### config.mk
export PLATFORM = sky130hd
export DESIGN_NAME = hdlc_rx_filter
export DESIGN_NICKNAME = d
export VERILOG_FILES = /design/src/rtl/hdlc_rx_filter_pkg.sv /design/src/rtl/hdlc_rx_filter_ctrl.sv /design/src/rtl/hdlc_rx_filter_dp.sv /design/src/rtl/hdlc_rx_filter.sv
export SDC_FILE = /design/constraint.sdc
export NUM_CORES = 1
export LEC_CHECK = 0
export CAP_MARGIN = 15
export CORE_MARGIN = 3
export CORE_UTILIZATION = 54
export CTS_CLUSTER_DIAMETER = 50
export DETAILED_ROUTE_END_ITERATION = 10
export PLACE_DENSITY = 0.95
export SLEW_MARGIN = 10
export SYNTH_ARGS = -nofsm -noshare
export SYNTH_HDL_FRONTEND = slang
export SYNTH_HIERARCHICAL = 1
export SYNTH_SLANG_ARGS = --single-unit
### constraint.sdc
create_clock -name clk -period 8.8 [get_ports clk]
set_clock_uncertainty 0.05 [all_clocks]
set_input_delay 2.2 -clock clk [delete_from_list [all_inputs] [get_ports clk]]
set_output_delay 2.2 -clock clk [all_outputs]
set_load 0.005 [all_outputs]
### src/rtl/hdlc_rx_filter_pkg.sv
package hdlc_rx_filter_pkg;

  typedef enum logic [1:0] {
    ST_ACTIVE = 2'd0,
    ST_ERROR  = 2'd1,
    ST_BIG    = 2'd2
  } rxState_t;

  // strobes from control to datapath
  typedef struct packed {
    logic storeByte;
    logic clearCount;
    logic acceptFrame;
    logic bumpFrames;
    logic bumpOverrun;
    logic bumpCrc;
  } filtCtl_t;

  localparam int STAT_NUM  = 3;
  localparam int IDX_FRAME = 0;
  localparam int IDX_OVR   = 1;
  localparam int IDX_CRC   = 2;

endpackage

### src/rtl/hdlc_rx_filter_ctrl.sv
module hdlc_rx_filter_ctrl
  import hdlc_rx_filter_pkg::*;
#(
  parameter int BUF_SIZE = 1024,
  parameter int MIN_LEN  = 10,
  localparam int CNT_W = $clog2(BUF_SIZE + 1)
) (
  input  logic             clk,
  input  logic             rstN,
  input  logic             inValid,
  input  logic             inOverrun,
  input  logic             inAbort,
  input  logic             inEof,
  input  logic             inCrcErr,
  input  logic [CNT_W-1:0] byteCount,
  output filtCtl_t         ctl
);

  localparam logic [CNT_W-1:0] BUF_LIM = CNT_W'(BUF_SIZE);
  localparam logic [CNT_W-1:0] MIN_CNT = CNT_W'(MIN_LEN);

  rxState_t rxState, stNext;
  logic [CNT_W-1:0] effCount;

  always_comb begin
    ctl      = '0;
    stNext   = rxState;
    effCount = byteCount;
    if (inAbort && rxState == ST_ACTIVE) begin
      ctl.clearCount = 1'b1;
      effCount       = '0;
    end else if (inValid) begin
      if (inOverrun) begin
        ctl.clearCount  = 1'b1;
        ctl.bumpOverrun = 1'b1;
        effCount        = '0;
        stNext          = ST_ERROR;
      end else if (rxState != ST_ACTIVE) begin
        stNext = ST_ACTIVE;           // drain one byte
      end else if (byteCount >= BUF_LIM) begin
        ctl.clearCount = 1'b1;
        effCount       = '0;
        stNext         = ST_BIG;
      end else begin
        ctl.storeByte = 1'b1;
        effCount      = byteCount + 1'b1;
      end
    end
    if (inEof) begin
      if (effCount != '0) begin
        if (inCrcErr || stNext != ST_ACTIVE || effCount < MIN_CNT) begin
          ctl.bumpCrc = inCrcErr && (effCount >= MIN_CNT);
        end else begin
          ctl.acceptFrame = 1'b1;
          ctl.bumpFrames  = 1'b1;
        end
      end
      ctl.clearCount = 1'b1;
      stNext         = ST_ACTIVE;
    end
  end

  always_ff @(posedge clk) begin
    if (!rstN) rxState <= ST_ACTIVE;
    else       rxState <= stNext;
  end

  AST_EOF_ACTIVE: assert property (@(posedge clk) disable iff (!rstN)
    inEof |=> rxState == ST_ACTIVE);
  AST_DROP_WHEN_IDLE: assert property (@(posedge clk) disable iff (!rstN)
    (rxState != ST_ACTIVE) |-> !ctl.storeByte);
  AST_ACCEPT_NO_CRC: assert property (@(posedge clk) disable iff (!rstN)
    ctl.acceptFrame |-> !inCrcErr);
  AST_ABORT_NO_STORE: assert property (@(posedge clk) disable iff (!rstN)
    (inAbort && rxState == ST_ACTIVE) |-> !ctl.storeByte);

endmodule

### src/rtl/hdlc_rx_filter_dp.sv
module hdlc_rx_filter_dp
  import hdlc_rx_filter_pkg::*;
#(
  parameter int BUF_SIZE  = 1024,
  parameter int MIN_LEN   = 10,
  parameter int CRC_BYTES = 2,
  parameter int STAT_W    = 16,
  localparam int CNT_W  = $clog2(BUF_SIZE + 1),
  localparam int ADDR_W = $clog2(BUF_SIZE)
) (
  input  logic              clk,
  input  logic              rstN,
  input  filtCtl_t          ctl,
  input  logic [7:0]        inByte,
  output logic [CNT_W-1:0]  byteCount,
  output logic              bufWrEn,
  output logic [ADDR_W-1:0] bufWrAddr,
  output logic [7:0]        bufWrData,
  output logic              frameOk,
  output logic [CNT_W-1:0]  frameLen,
  output logic [STAT_W-1:0] statCnt [STAT_NUM]
);

  localparam logic [CNT_W-1:0] CRC_CNT = CNT_W'(CRC_BYTES);
  localparam logic [CNT_W-1:0] BUF_LIM = CNT_W'(BUF_SIZE);

  logic [CNT_W-1:0] lenRaw;
  logic [STAT_NUM-1:0] bump;

  assign bufWrEn   = ctl.storeByte;
  assign bufWrAddr = byteCount[ADDR_W-1:0];
  assign bufWrData = inByte;
  assign lenRaw    = ctl.storeByte ? byteCount + 1'b1 : byteCount;

  always_ff @(posedge clk) begin
    if (!rstN) begin
      byteCount <= '0;
      frameOk   <= 1'b0;
      frameLen  <= '0;
    end else begin
      if (ctl.clearCount)     byteCount <= '0;
      else if (ctl.storeByte) byteCount <= byteCount + 1'b1;
      frameOk <= ctl.acceptFrame;
      if (ctl.acceptFrame) frameLen <= lenRaw - CRC_CNT;
    end
  end

  assign bump[IDX_FRAME] = ctl.bumpFrames;
  assign bump[IDX_OVR]   = ctl.bumpOverrun;
  assign bump[IDX_CRC]   = ctl.bumpCrc;

  for (genvar k = 0; k < STAT_NUM; k++) begin : g_stat
    always_ff @(posedge clk) begin
      if (!rstN) statCnt[k] <= '0;
      else if (bump[k] && statCnt[k] != '1) statCnt[k] <= statCnt[k] + 1'b1;
    end
    AST_SAT_HOLD: assert property (@(posedge clk) disable iff (!rstN)
      statCnt[k] == '1 |=> statCnt[k] == '1);
  end

  AST_ONE_PULSE: assert property (@(posedge clk) disable iff (!rstN)
    frameOk |=> !frameOk);
  AST_COUNT_BOUND: assert property (@(posedge clk) disable iff (!rstN)
    byteCount <= BUF_LIM);
  AST_LEN_MIN: assert property (@(posedge clk) disable iff (!rstN)
    frameOk |-> frameLen >= CNT_W'(MIN_LEN - CRC_BYTES));

endmodule

### src/rtl/hdlc_rx_filter.sv
module hdlc_rx_filter
  import hdlc_rx_filter_pkg::*;
#(
  parameter int BUF_SIZE = 1024,
  parameter int MIN_LEN  = 10,
  parameter int STAT_W   = 16,
  localparam int CNT_W  = $clog2(BUF_SIZE + 1),
  localparam int ADDR_W = $clog2(BUF_SIZE)
) (
  input  logic              clk,
  input  logic              rstN,
  input  logic              inValid,
  input  logic [7:0]        inByte,
  input  logic              inOverrun,
  input  logic              inAbort,
  input  logic              inEof,
  input  logic              inCrcErr,
  output logic              bufWrEn,
  output logic [ADDR_W-1:0] bufWrAddr,
  output logic [7:0]        bufWrData,
  output logic              frameOk,
  output logic [CNT_W-1:0]  frameLen,
  output logic [STAT_W-1:0] cntFrames,
  output logic [STAT_W-1:0] cntOverrun,
  output logic [STAT_W-1:0] cntCrcErr
);

  filtCtl_t ctl;
  logic [CNT_W-1:0] byteCount;
  logic [STAT_W-1:0] statCnt [STAT_NUM];

  hdlc_rx_filter_ctrl #(.BUF_SIZE(BUF_SIZE), .MIN_LEN(MIN_LEN)) ctrl_i (
    .clk(clk), .rstN(rstN), .inValid(inValid), .inOverrun(inOverrun),
    .inAbort(inAbort), .inEof(inEof), .inCrcErr(inCrcErr),
    .byteCount(byteCount), .ctl(ctl)
  );

  hdlc_rx_filter_dp #(.BUF_SIZE(BUF_SIZE), .MIN_LEN(MIN_LEN), .CRC_BYTES(2),
                      .STAT_W(STAT_W)) dp_i (
    .clk(clk), .rstN(rstN), .ctl(ctl), .inByte(inByte),
    .byteCount(byteCount), .bufWrEn(bufWrEn), .bufWrAddr(bufWrAddr),
    .bufWrData(bufWrData), .frameOk(frameOk), .frameLen(frameLen),
    .statCnt(statCnt)
  );

  assign cntFrames  = statCnt[IDX_FRAME];
  assign cntOverrun = statCnt[IDX_OVR];
  assign cntCrcErr  = statCnt[IDX_CRC];

endmodule

==> run summary <==
status: completed
switching part of the total: 20.0%
I/O Buffers: 77
Yosys Warn Count: 6
CP Data Required Time: 6.55 ns
GPL Wtd Cong: 0.868
Core Footprint: 6980 sq um
drt total wl: 9280 microns
first-pass GRT wire length: 15700 microns
kind of critical path: primary input to primary output
Primary FF master, synth: dfxtp_1
Critical Path Most Common Cell: clkdlybuf4s50_1
antenna viol nets, final: 0
# IOs: 94
final core occ: 70.5%
pwr dens: 136 nW/um^2
Synth top cells by count: dfxtp_1, and2_1, nor2_1
die area: 8440 sq um
crit end category: primary output
final hold vios: 0
Critical path buffers and inverters: 2
clk root buf: clkbuf_8
synthesized flop and latch total: 73
Vias: 3468
# H-tree levels: 3
Num CTS Buffers: 9
FILL cells: 534
Cells after Synth: 459
Initial Util: 57.1%
maximum VDD drop: 0.000118 V
# DRC: 0
Syn Area/Cell: 8.68 sq um
Synth top area share: 36.7%
met1 usage in global routing: 27.0%
area leader, netlist: dfxtp_1
Die H: 91.9 microns
Worst EP arrival: 4.47 ns
wire length per cell: 15.0 microns
Post-synth ARST share: 0%
Overflow after GRT: 0
setup bufs post-CTS: 0
Hold Crit Class: flip-flop to flip-flop
Starting DRT DRC Count: 185
P_leak: 1.81 nW
post-synth net total: 481
Comb power frac: 3.0%
via/cell ratio: 5.61
RSZ-0062 raised after global routing: false
Post-synth EDFFs: 0
vias in the first global route: 3313
fin crit share: 76.4%
Cell Count, Final, Fillers Out: 618
Final HPWL DP: 6660 microns
Final min period: 6.72 ns
internal power: 534 uW
grt met2 use: 39.4%
First-pass DRT Iterations: 5
Final setup viols: 0
initial antenna violation count: 0
critical path's top delay family: buffers and inverters
post-synthesis sequential area ratio: 36.7%
clock sinks: 73
Max stage delay cell, worst path: clkdlybuf4s50_1
share of cells above drive strength 1: 5.75%
Post-CTS Resized: 0
Worst-path clk slew: 0.07 ns
CTS tree: yes
ranking of synthesized cells by area: dfxtp_1, xnor2_1, and2_1
Max Cap Viol: 0
Syn-to-layout area delta: 23.6%
Fmax: 149 MHz
Placed Cells: 603
crit path launch type: primary input
Slew @ Worst Pin: 0.796 ns
M3 GR Usage: 6.64%
busiest grt layer: met2
Seq pwr share: 49.7%
Clk pwr share: 47.4%
nets@finish: 540
cts hold-fix bufs: 0
sw power: 134 uW
crit-path cells: clkdlybuf4s50_1, or3b_4, nor2_1, clkdlybuf4s50_1
top-count cell post-synth: dfxtp_1
CP peak stage delay: 0.65 ns
clk_lat worst skew: 0.34 ns
critical path peak fanout: 12
setup TNS: 0 ns
GRT Util Overall: 22.6%
final-report max-slew violation count: 0
Clock Path Buffers: 2
Synth Cell Area: 3980 sq um
Die Span X: 91.9 microns
Yosys cell types: 60
Slew HR: 46.8%
ANT cells: 0
largest net degree at the start of global routing: 63
Row Count: 30
final timing paths:
path                      from                to  slack [ns]  cells past startpoint
max reg2reg  dp_i/byteCount[1]  dp_i/statCnt[14]        5.08                     12
max                    inValid           bufWrEn        2.08                      4
min reg2reg   dp_i/frameLen[9]  dp_i/frameLen[9]        0.44                      2
min           dp_i/frameLen[9]  dp_i/frameLen[9]        0.44                      2
cells in the final DEF (no fill, tap or decap), types with 3 or more instances in the layout:
| cell type | instances |
|---|---|
| o211a_1 | 3 |
| nand4_1 | 21 |
| nor2b_1 | 10 |
| nor3_1 | 13 |
| xor2_1 | 21 |
| mux2i_1 | 10 |
| clkdlybuf4s50_1 | 77 |
| dfxtp_1 | 73 |
| nand3b_1 | 5 |
| o21ai_0 | 9 |
| inv_1 | 15 |
| nor2_1 | 34 |
| and4_1 | 4 |
| and2_1 | 38 |
| clkbuf_8 | 10 |
| nand2_1 | 27 |
| or3_1 | 8 |
| nand3_1 | 26 |
| a21boi_0 | 6 |
| xnor2_1 | 33 |
| bufinv_16 | 3 |
| a311oi_1 | 3 |
| a21oi_1 | 12 |
| ha_1 | 7 |
| and3_1 | 9 |
| nand2b_1 | 3 |
power by group through the flow:
stage	sequential, mW	clock (mW)	combinational [mW]
2_1_floorplan	0.339	0	0.0151
3_3_place_gp	0.339	0	0.0187
3_5_place_dp	0.339	0	0.0193
4_1_cts	0.331	0.321	0.0195
5_1_grt	0.331	0.337	0.0216
6_report	0.331	0.316	0.0197
state kept, by name, summed over array words and instances (netlist names):
signal,count
dp_i/byteCount,11
dp_i/statCnt,48
dp_i/frameOk,1
dp_i/frameLen,11
ctrl_i/rxState,2
per-layer routing:
layer / vias to the layer above / share of wire [%]
met2: 101 / 50
li1: 1699 / -
met4: 0 / 0.72
met1: 1662 / 43
met5: - / 0
met3: 6 / 5.5
per-stage QoR:
| stage | setup slack, ns | cell area, sq um | hold slack (ns) | total power, mW |
|---|---|---|---|---|
| floorplan | 3.66 | 3980 | 0.413 | 0.354 |
| global placement | 2.24 | 4680 | 0.415 | 0.358 |
| detailed placement | 2.15 | 4680 | 0.426 | 0.359 |
| CTS | 2.13 | 4920 | 0.439 | 0.672 |
| global route | 2.00 | 4920 | 0.463 | 0.690 |
| finish | 2.08 | 4920 | 0.436 | 0.667 |
worst reg2reg max path, cell delays in order, from the launching register on:
cell      delay [ns]
dfxtp_1         0.59
inv_1           0.14
ha_1            0.29
or4b_1          0.47
and4_1          0.24
o22ai_2         0.12
a211oi_1        0.13
a21oi_1         0.26
nand3_1         0.17
a311oi_1        0.62
nand3_1         0.20
xnor2_1         0.18
and2_1          0.17
logic make-up (layout without fill, tap and decap cells):
family          Yosys count  count (layout)  share of synthesized area (%)
compound gates           55              55                           9.89
simple gates            214             214                           30.2
fa+ha+maj                 7               7                           2.20
mux                      10              10                           2.51
xor+xnor                 54              54                           11.9
flops                    73              73                           36.7
buf+inv                  46             109                           6.66
final cells by class:
| type | instances | area, sq um | share of cell area, % |
|---|---|---|---|
| clock buffers | 10 | 138 | 2.80 |
| clock inverters | 5 | 104 | 2.11 |
| inverters | 15 | 56.3 | 1.14 |
| multi-input cells | 340 | 2260 | 45.9 |
| flip-flops and latches | 73 | 1460 | 29.7 |
| well taps | 96 | 120 | 2.44 |
| repair buffers | 79 | 786 | 16.0 |
Power figures use the tool's default switching activity.
